`src/rtl/sr_exit_pkg.sv`:
```
package sr_exit_pkg;
  typedef enum logic [2:0] {
    ST_IN_SR,
    ST_WAIT_CLK,
    ST_EXIT_NOP,
    ST_NEED_REF,
    ST_NORMAL
  } sr_state_e;

  localparam int CMD_W = 3;
  localparam logic [CMD_W-1:0] CMD_NOP   = 3'd0;
  localparam logic [CMD_W-1:0] CMD_READ  = 3'd1;
  localparam logic [CMD_W-1:0] CMD_REF   = 3'd5;
  localparam logic [CMD_W-1:0] CMD_SRE   = 3'd6;
endpackage

```
`src/rtl/sr_exit_timer.sv`:
```
module sr_exit_timer #(
  parameter int W = 5
) (
  input  logic         clk,
  input  logic         rst_n,
  input  logic         load,
  input  logic         clr,
  input  logic [W-1:0] load_val,
  output logic         expire,
  output logic         done
);
  logic [W-1:0] cnt_q;

  // expire marks the edge at which the count reaches zero
  assign expire = (cnt_q == W'(1)) && !load && !clr;

  always_ff @(posedge clk) begin
    if (!rst_n || clr) begin
      cnt_q <= '0;
      done  <= 1'b0;
    end else if (load) begin
      cnt_q <= load_val;
      done  <= 1'b0;
    end else if (cnt_q != '0) begin
      cnt_q <= cnt_q - W'(1);
      if (cnt_q == W'(1)) done <= 1'b1;
    end
  end

  // once set, the ready flag holds until cleared or reloaded
  a_r5_done_sticky: assert property (@(posedge clk) disable iff (!rst_n)
    (done && !clr && !load) |=> done);
endmodule

```
`src/rtl/sr_exit_fsm.sv`:
```
module sr_exit_fsm
  import sr_exit_pkg::*;
(
  input  logic      clk,
  input  logic      rst_n,
  input  logic      exit_req,
  input  logic      clk_stable,
  input  logic      nr_expire,
  input  logic      acc_ref,
  input  logic      acc_sre,
  output sr_state_e state,
  output logic      cke,
  output logic      start,
  output logic      clr,
  output logic      exit_err
);
  sr_state_e state_d;
  logic      active;

  assign active = (state == ST_EXIT_NOP) || (state == ST_NEED_REF) || (state == ST_NORMAL);
  assign start  = (state == ST_WAIT_CLK) && clk_stable;
  assign clr    = (state == ST_NORMAL) && acc_sre;

  always_comb begin
    state_d = state;
    unique case (state)
      ST_IN_SR:    if (exit_req)  state_d = ST_WAIT_CLK;
      ST_WAIT_CLK: if (start)     state_d = ST_EXIT_NOP;
      ST_EXIT_NOP: if (nr_expire) state_d = ST_NEED_REF;
      ST_NEED_REF: if (acc_ref)   state_d = ST_NORMAL;
      ST_NORMAL:   if (acc_sre)   state_d = ST_IN_SR;
      default:                    state_d = ST_IN_SR;
    endcase
  end

  always_ff @(posedge clk) begin
    if (!rst_n) begin
      state    <= ST_IN_SR;
      cke      <= 1'b0;
      exit_err <= 1'b0;
    end else begin
      state    <= state_d;
      exit_err <= exit_req && active;
      if (start)    cke <= 1'b1;
      else if (clr) cke <= 1'b0;
    end
  end

  // CKE rises only after a stable clock was reported
  a_r2_cke_after_stable: assert property (@(posedge clk) disable iff (!rst_n)
    $rose(cke) |-> $past(clk_stable));
  // CKE falls only on an accepted self-refresh entry
  a_r8_cke_holds: assert property (@(posedge clk) disable iff (!rst_n)
    $fell(cke) |-> $past(acc_sre));
  // error pulse always traces back to an exit request
  a_r9_err_cause: assert property (@(posedge clk) disable iff (!rst_n)
    exit_err |-> $past(exit_req));
endmodule

```
`src/rtl/sr_exit_gate.sv`:
```
module sr_exit_gate
  import sr_exit_pkg::*;
(
  input  logic             clk,
  input  logic             rst_n,
  input  sr_state_e        state,
  input  logic             nr_ok,
  input  logic             rd_ok,
  input  logic             arb_cmd_valid,
  input  logic [CMD_W-1:0] arb_cmd,
  input  logic             arb_odt,
  output logic             arb_cmd_ready,
  output logic [CMD_W-1:0] dram_cmd,
  output logic             dram_odt,
  output logic             sr_entry_ok,
  output logic             acc_ref,
  output logic             acc_sre
);
  logic open_bus;
  logic accept;

  assign open_bus    = (state == ST_NEED_REF) || (state == ST_NORMAL);
  assign sr_entry_ok = (state == ST_NORMAL);

  always_comb begin
    if (!open_bus)                  arb_cmd_ready = 1'b0;
    else if (arb_cmd == CMD_READ)   arb_cmd_ready = rd_ok;
    else if (arb_cmd == CMD_SRE)    arb_cmd_ready = sr_entry_ok;
    else                            arb_cmd_ready = 1'b1;
  end

  assign accept   = arb_cmd_valid && arb_cmd_ready;
  assign dram_cmd = accept ? arb_cmd : CMD_NOP;
  assign dram_odt = arb_odt && open_bus;
  assign acc_ref  = accept && (arb_cmd == CMD_REF);
  assign acc_sre  = accept && (arb_cmd == CMD_SRE);

  // bus carries only NOP until the non-read delay has elapsed
  a_r3_nop_in_exit: assert property (@(posedge clk) disable iff (!rst_n)
    !nr_ok |-> (dram_cmd == CMD_NOP));
  // ODT is off until the non-read delay has elapsed
  a_r4_odt_off: assert property (@(posedge clk) disable iff (!rst_n)
    !nr_ok |-> !dram_odt);
  // a read reaches the device only after the read delay
  a_r6_read_gated: assert property (@(posedge clk) disable iff (!rst_n)
    (dram_cmd == CMD_READ) |-> rd_ok);
  // re-entry permitted only after the non-read delay
  a_r7_entry_after_delay: assert property (@(posedge clk) disable iff (!rst_n)
    sr_entry_ok |-> nr_ok);
endmodule

```
`src/rtl/sr_exit_seq.sv`:
```
module sr_exit_seq
  import sr_exit_pkg::*;
#(
  parameter int T_XSNR = 12,
  parameter int T_XSRD = 20
) (
  input  logic       clk,
  input  logic       rst_n,
  input  logic       exit_req,
  input  logic       clk_stable,
  input  logic       arb_cmd_valid,
  input  logic [2:0] arb_cmd,
  input  logic       arb_odt,
  output logic       arb_cmd_ready,
  output logic [2:0] dram_cmd,
  output logic       dram_cke,
  output logic       dram_odt,
  output logic       nonread_ok,
  output logic       read_ok,
  output logic       sr_entry_ok,
  output logic       exit_err
);
  localparam int T_MAX = (T_XSRD > T_XSNR) ? T_XSRD : T_XSNR;
  localparam int CW    = $clog2(T_MAX + 1);
  localparam int NT    = 2;

  sr_state_e     state;
  logic          start, clr, acc_ref, acc_sre;
  logic [NT-1:0] t_expire, t_done;
  logic [CW-1:0] t_len [NT];

  assign t_len[0] = CW'(T_XSNR);
  assign t_len[1] = CW'(T_XSRD);

  generate
    for (genvar i = 0; i < NT; i++) begin : g_timer
      sr_exit_timer #(.W(CW)) u_timer (
        .clk      (clk),
        .rst_n    (rst_n),
        .load     (start),
        .clr      (clr),
        .load_val (t_len[i]),
        .expire   (t_expire[i]),
        .done     (t_done[i])
      );
    end
  endgenerate

  assign nonread_ok = t_done[0];
  assign read_ok    = t_done[1];

  sr_exit_fsm u_fsm (
    .clk        (clk),
    .rst_n      (rst_n),
    .exit_req   (exit_req),
    .clk_stable (clk_stable),
    .nr_expire  (t_expire[0]),
    .acc_ref    (acc_ref),
    .acc_sre    (acc_sre),
    .state      (state),
    .cke        (dram_cke),
    .start      (start),
    .clr        (clr),
    .exit_err   (exit_err)
  );

  sr_exit_gate u_gate (
    .clk           (clk),
    .rst_n         (rst_n),
    .state         (state),
    .nr_ok         (nonread_ok),
    .rd_ok         (read_ok),
    .arb_cmd_valid (arb_cmd_valid),
    .arb_cmd       (arb_cmd),
    .arb_odt       (arb_odt),
    .arb_cmd_ready (arb_cmd_ready),
    .dram_cmd      (dram_cmd),
    .dram_odt      (dram_odt),
    .sr_entry_ok   (sr_entry_ok),
    .acc_ref       (acc_ref),
    .acc_sre       (acc_sre)
  );

  // read readiness never precedes non-read readiness
  a_r5_flag_order: assert property (@(posedge clk) disable iff (!rst_n)
    read_ok |-> nonread_ok);
endmodule

```
`config.mk`:
```
export PLATFORM = sky130hd
export DESIGN_NAME = sr_exit_seq
export DESIGN_NICKNAME = d
export VERILOG_FILES = /design/src/rtl/sr_exit_pkg.sv /design/src/rtl/sr_exit_timer.sv /design/src/rtl/sr_exit_fsm.sv /design/src/rtl/sr_exit_gate.sv /design/src/rtl/sr_exit_seq.sv
export SDC_FILE = /design/constraint.sdc
export NUM_CORES = 1
export LEC_CHECK = 0
export ABC_AREA = 1
export BUFFER_PORTS_ARGS = -buffer_cell sky130_fd_sc_hd__buf_2
export CORE_UTILIZATION = 53
export DETAILED_ROUTE_END_ITERATION = 10
export HOLD_SLACK_MARGIN = 0.15
export PLACE_DENSITY = 0.85
export SYNTH_ARGS = -nofsm -noshare
export SYNTH_HDL_FRONTEND = slang
export SYNTH_SLANG_ARGS = --single-unit
```
`constraint.sdc`:
```
create_clock -name clk -period 2 [get_ports clk]
set_input_delay 0.4 -clock clk [delete_from_list [all_inputs] [get_ports clk]]
set_output_delay 0.4 -clock clk [all_outputs]
set_load 0.005 [all_outputs]
```
After elaboration in Yosys (flattened, before gate mapping)
Index checks and enable logic that the tools add are counted.
- shifts and indexed selects: 0
- add/sub/neg operators: 2
- $mul: 0
- bitwise operators: 0
- reductions and logical operators: 26
- div/mod/pow operators: 0
- equality and inequality tests: 14
- order comparisons: 0
- mux-type cells: 16
- operator list (operator ; count):
    $mux 3 ; 6
    $pmux 3 s5 ; 1
    $eq 5x1->1 const B ; 2
    $mux 5 ; 2
    $reduce_bool 5->1 ; 2
    $sub 5x1->5 const B ; 2
    $eq 3x3->1 const B ; 3
    $logic_and 1x1->1 ; 9
    $mux 4 ; 2
    $ne 2x2->1 const B ; 4
    $eq 3x1->1 const B ; 2
    $eq 3x2->1 const B ; 2
    $reduce_bool 2->1 ; 3
    $mux 1 ; 5
    $reduce_and 5->1 ; 1
    $logic_or 1x1->1 ; 4
    $reduce_and 2->1 ; 2
    $logic_not 1->1 ; 3
    $logic_not 3->1 ; 1
    $ne 2x1->1 const B ; 1
    $reduce_or 2->1 ; 1
- latch bits: 0
- bits in read-only memories: 0
- word-level logic and storage cells: 67
- input port bits: 9
- memory bits (writable): 0
- output and inout port bits: 10
- memories: 0
- bits in registers: 17

Depth between registers and ports, before layout
- word-level depth: 11
- mapped depth: 12
- depth with buffers taken out: 12

Hierarchy
A second synthesis with hierarchy kept.
- cell total of the unflattened synthesis: 191
- area, all modules: 1171.1 um^2
- modules (own cells, without submodules) (module ; area each (um^2) ; times used ; cells an instance ; seq. area each (um^2)):
    sr_exit_timer ; 371.6 ; 2 ; 57 ; 120.1
    sr_exit_fsm ; 286.5 ; 1 ; 47 ; 100.1
    sr_exit_gate ; 133.9 ; 1 ; 28 ; 0.0
    sr_exit_seq ; 7.5 ; 1 ; 2 ; 0.0

Worst setup path after synthesis
No wires, ideal clock.
- path kind: reg-to-output
- start: register u_fsm.state[0]
- end: output port dram_cmd[0]
- slack: 0.584 ns
- arrival: 1.016 ns
- data required time: 1.600 ns
- path buffers: 0
- cell stages (with the launch flop): 7
- path through: dfxtp_1 > nand3_1 > nand2_1 > nand2_2 > nor2_4 > nand2_1 > nor2_1
- cells in the longest elaborated chain, start to end: 6
- ends and longest elaborated chain (item ; RTL line ; source):
    start: declaration ; sr_exit_fsm.sv:11 ; output sr_state_e state,
    start signal: assignment ; sr_exit_fsm.sv:42 ; state <= state_d;
    $eq 3x3->1 ; sr_exit_gate.sv:22, sr_exit_gate.sv:23 ;
    $mux 1 ; sr_exit_gate.sv:28 ; else if (arb_cmd == CMD_SRE) arb_cmd_ready = sr_entry_ok;
    $mux 1 ; sr_exit_gate.sv:27 ; else if (arb_cmd == CMD_READ) arb_cmd_ready = rd_ok;
    $mux 1 (*) ; sr_exit_gate.sv:26 ; if (!open_bus) arb_cmd_ready = 1'b0;
    net arb_cmd_ready ; sr_exit_seq.sv:14 ; output logic arb_cmd_ready,
    $logic_and 1x1->1 (*) ; sr_exit_gate.sv:32 ; assign accept = arb_cmd_valid && arb_cmd_ready;
    $mux 3 (*) ; sr_exit_gate.sv:33 ; assign dram_cmd = accept ? arb_cmd : CMD_NOP;
    end: declaration ; sr_exit_seq.sv:15 ; output logic [2:0] dram_cmd,
Mark *: on every way through the listed nets, which the timed path passes. The rest lies on a longest branch.

Final worst setup path
- start: register u_fsm.state[2]
- end: output port dram_cmd[0]
- cells in the longest elaborated chain, start to end: 6
- ends and longest elaborated chain (item ; RTL line):
    $eq 3x3->1 ; sr_exit_gate.sv:22, sr_exit_gate.sv:23
    $mux 1 ; sr_exit_gate.sv:28
    $mux 1 ; sr_exit_gate.sv:27
    $mux 1 (*) ; sr_exit_gate.sv:26
    $logic_and 1x1->1 (*) ; sr_exit_gate.sv:32
    $mux 3 (*) ; sr_exit_gate.sv:33
Mark *: on every way between the ends. The rest lies on a longest branch, timed or not.

==> impl_metrics.json <==
{
  "die_area_um2": 2020,
  "synth_area_leader_cell": "dfxtp_1",
  "synth.area.mux_share": 0,
  "place_worst_setup_slack_ns": 0.334,
  "die_h_um": 44.9,
  "synth_top_family_by_area": "simple AND/OR/NAND/NOR gates",
  "netlist_top_cells_area": "dfxtp_1 35%, nand2_1 11%, inv_1 9.6%",
  "clk_pin_slew_ns": 0.09,
  "p_leak_nw": 0.605,
  "tightest_slew_ns": 0.337,
  "overflow": 0,
  "grt_max_degree": 10,
  "via_per_inst": 4.95,
  "utilization": 0.658,
  "gr-usage-met3": 0.0280,
  "setup_tns_ns": 0,
  "drt_first_iter_violations": 18,
  "htreeDepth": 1,
  "grt_busiest_layer": "met2",
  "synth-seq-cells": 17,
  "synthCells": 144,
  "synth.avg_cell_area_um2": 6.79,
  "clk_latency_ns": 0.28,
  "gp_congestion": 0.848,
  "post-route-period-util": 0.905,
  "final_max_slew_viol_count": 0,
  "fin_ws_ns": 0.190,
  "hp-class": "in2reg",
  "wl_per_cell_um": 9.98,
  "num_rows": 15,
  "drt_first_pass_iters": 4,
  "drive_above_1_share": 0.217,
  "diodes": 0,
  "worstPathArrival_ns": 1.41,
  "dp_hpwl_um": 1490,
  "ys_seq_area_frac": 0.348,
  "grt_antenna_before_repair": 0,
  "cts_made_buffers": 3,
  "clockRootBuffer": "clkbuf_4",
  "reg2reg_to": "u_fsm.state[2]",
  "cts_tree": "done",
  "fin_crit_ns": 1.81,
  "holdBufCountCts": 0,
  "drc": 0,
  "setup_violations": 0,
  "whs_ns": 0.375,
  "status": "finished clean",
  "route.vias.total": 946,
  "synth_area_um2": 977,
  "nets": 181,
  "wirelength_um": 1910,
  "critical_path.startpoint": "u_fsm.state[2]",
  "design.core.area_um2": 1730,
  "grtUsageMet1": 0.227,
  "synth_simple_gate_area_frac": 0.366,
  "synthXorXnorAreaFrac": 0.00896,
  "synth-compound-area-share": 0.111,
  "cp-endpoint": "dram_cmd[0]",
  "port_buffers": 18,
  "die_width_um": 44.9,
  "area_delta_synth_final_pct": 16.3,
  "cp_max_fo": 4,
  "end_kind": "output pin",
  "grt_use_total": 0.206,
  "globalRouteMet2Util": 0.371,
  "cp-start-kind": "register",
  "worstPathRequired_ns": 1.60,
  "grt_pass1_wl_um": 3070,
  "power.density_nw_per_um2": 1570,
  "ys_warn_count": 0,
  "syn_nets": 158,
  "relSlewSlack": 0.775,
  "r2r_cells": 13,
  "r2r_slack_ns": 0.39,
  "skew_ns": 0.00384,
  "rsz0062_at_grt": "false",
  "antenna_left": 0,
  "cap_viol_max_count": 0,
  "worstReg2RegStart": "u_fsm.state[2]",
  "finalHoldViolations": 0,
  "grt_pass1_vias": 833,
  "critPathKind": "reg2out",
  "numClockSinks": 17,
  "clock_path_buffers": 2,
  "timing.fmax_mhz": 552,
  "synth.distinct_cells": 23,
  "ioPinCount": 19,
  "synthAdderAreaFrac": 0.0640,
  "synth_top_cell_area_share": 0.348,
  "ir_drop_uv": 768,
  "initial_core_util": 0.566
}
==> how the worst min path moves through the flow <==
stage / start / end / depth (start not counted)
detailed placement: g_timer[0].u_timer.done / g_timer[0].u_timer.done / 2
floorplan: g_timer[0].u_timer.done / g_timer[0].u_timer.done / 2
CTS: exit_req / u_fsm.exit_err / 3
global placement: g_timer[0].u_timer.done / g_timer[0].u_timer.done / 2
global route: exit_req / u_fsm.exit_err / 3
finish: exit_req / u_fsm.exit_err / 3
==> state kept, by name, indices dropped and copies added (netlist names) <==
signal,cells
u_fsm.cke,1
g_timer.u_timer.cnt_q,10
u_fsm.exit_err,1
u_fsm.state,3
g_timer.u_timer.done,2
==> stage by stage <==
step	total power, mW	instances	instance area, um2
after floorplan	1.37	144	977
after global placement	1.54	186	1090
after detailed placement	1.59	186	1090
after CTS	1.77	190	1120
after global routing	1.99	191	1140
final	1.79	191	1140
==> logic make-up after synthesis <==
kind of cell / Yosys count
fa+ha+maj: 5
xor+xnor: 1
compound gates: 19
flops: 17
simple gates: 76
buf+inv: 26
==> cell type report <==
class                      count  area, um2
clock buffer                   4       26.3
tap                           25       31.3
sequential                    17        342
inverter                      25       93.8
timing repair buffer          19       97.6
multi-input combinational    101        546
fill                         165        591
==> per-layer routing <==
layer	vias up	share of wire
met2	24	0.49
met4	0	0.011
met3	4	0.049
met1	413	0.45
met5	-	0
li1	505	-
==> report_power, final <==
group	switching [mW]	internal [mW]	total [mW]
logic	0.603	0.418	1.02
clock network	0.0983	0.0774	0.176
registers	0.110	0.479	0.589
==> cell usage in the layout (no fill, tap or decap), drive strengths merged <==
cell type	n
a21oi	9
nand2	32
or2	3
clkbuf	4
o211ai	1
nand3b	2
o21ai	4
a31oi	4
dfxtp	17
ha	5
inv	25
nor3	3
nand4	3
a21boi	1
xnor2	1
buf	19
nand3	9
nor2	24
==> timing repair <==
action,4_1_cts,5_1_grt
buffers inserted,0,1
setup endpoints to repair,0,3
resized for setup,0,3
==> worst max-delay path, stage by stage, from the launching register on <==
cell,delay (ns)
dfxtp_1,0.35
inv_1,0.11
nand3_2,0.12
nand2_2,0.11
nand2_2,0.06
nor2_4,0.11
nand2_1,0.07
nor2_1,0.08
buf_2,0.11
==> cell usage after synthesis, drive strengths merged <==
cell and count:
a21boi 1, a21oi 9, a31oi 4, buf 1, dfxtp 17, ha 5
inv 25, nand2 32, nand3 9, nand3b 2, nand4 3, nor2 24
nor3 3, o211ai 1, o21ai 4, or2 3, xnor2 1
(Power assumes the default switching activity.)
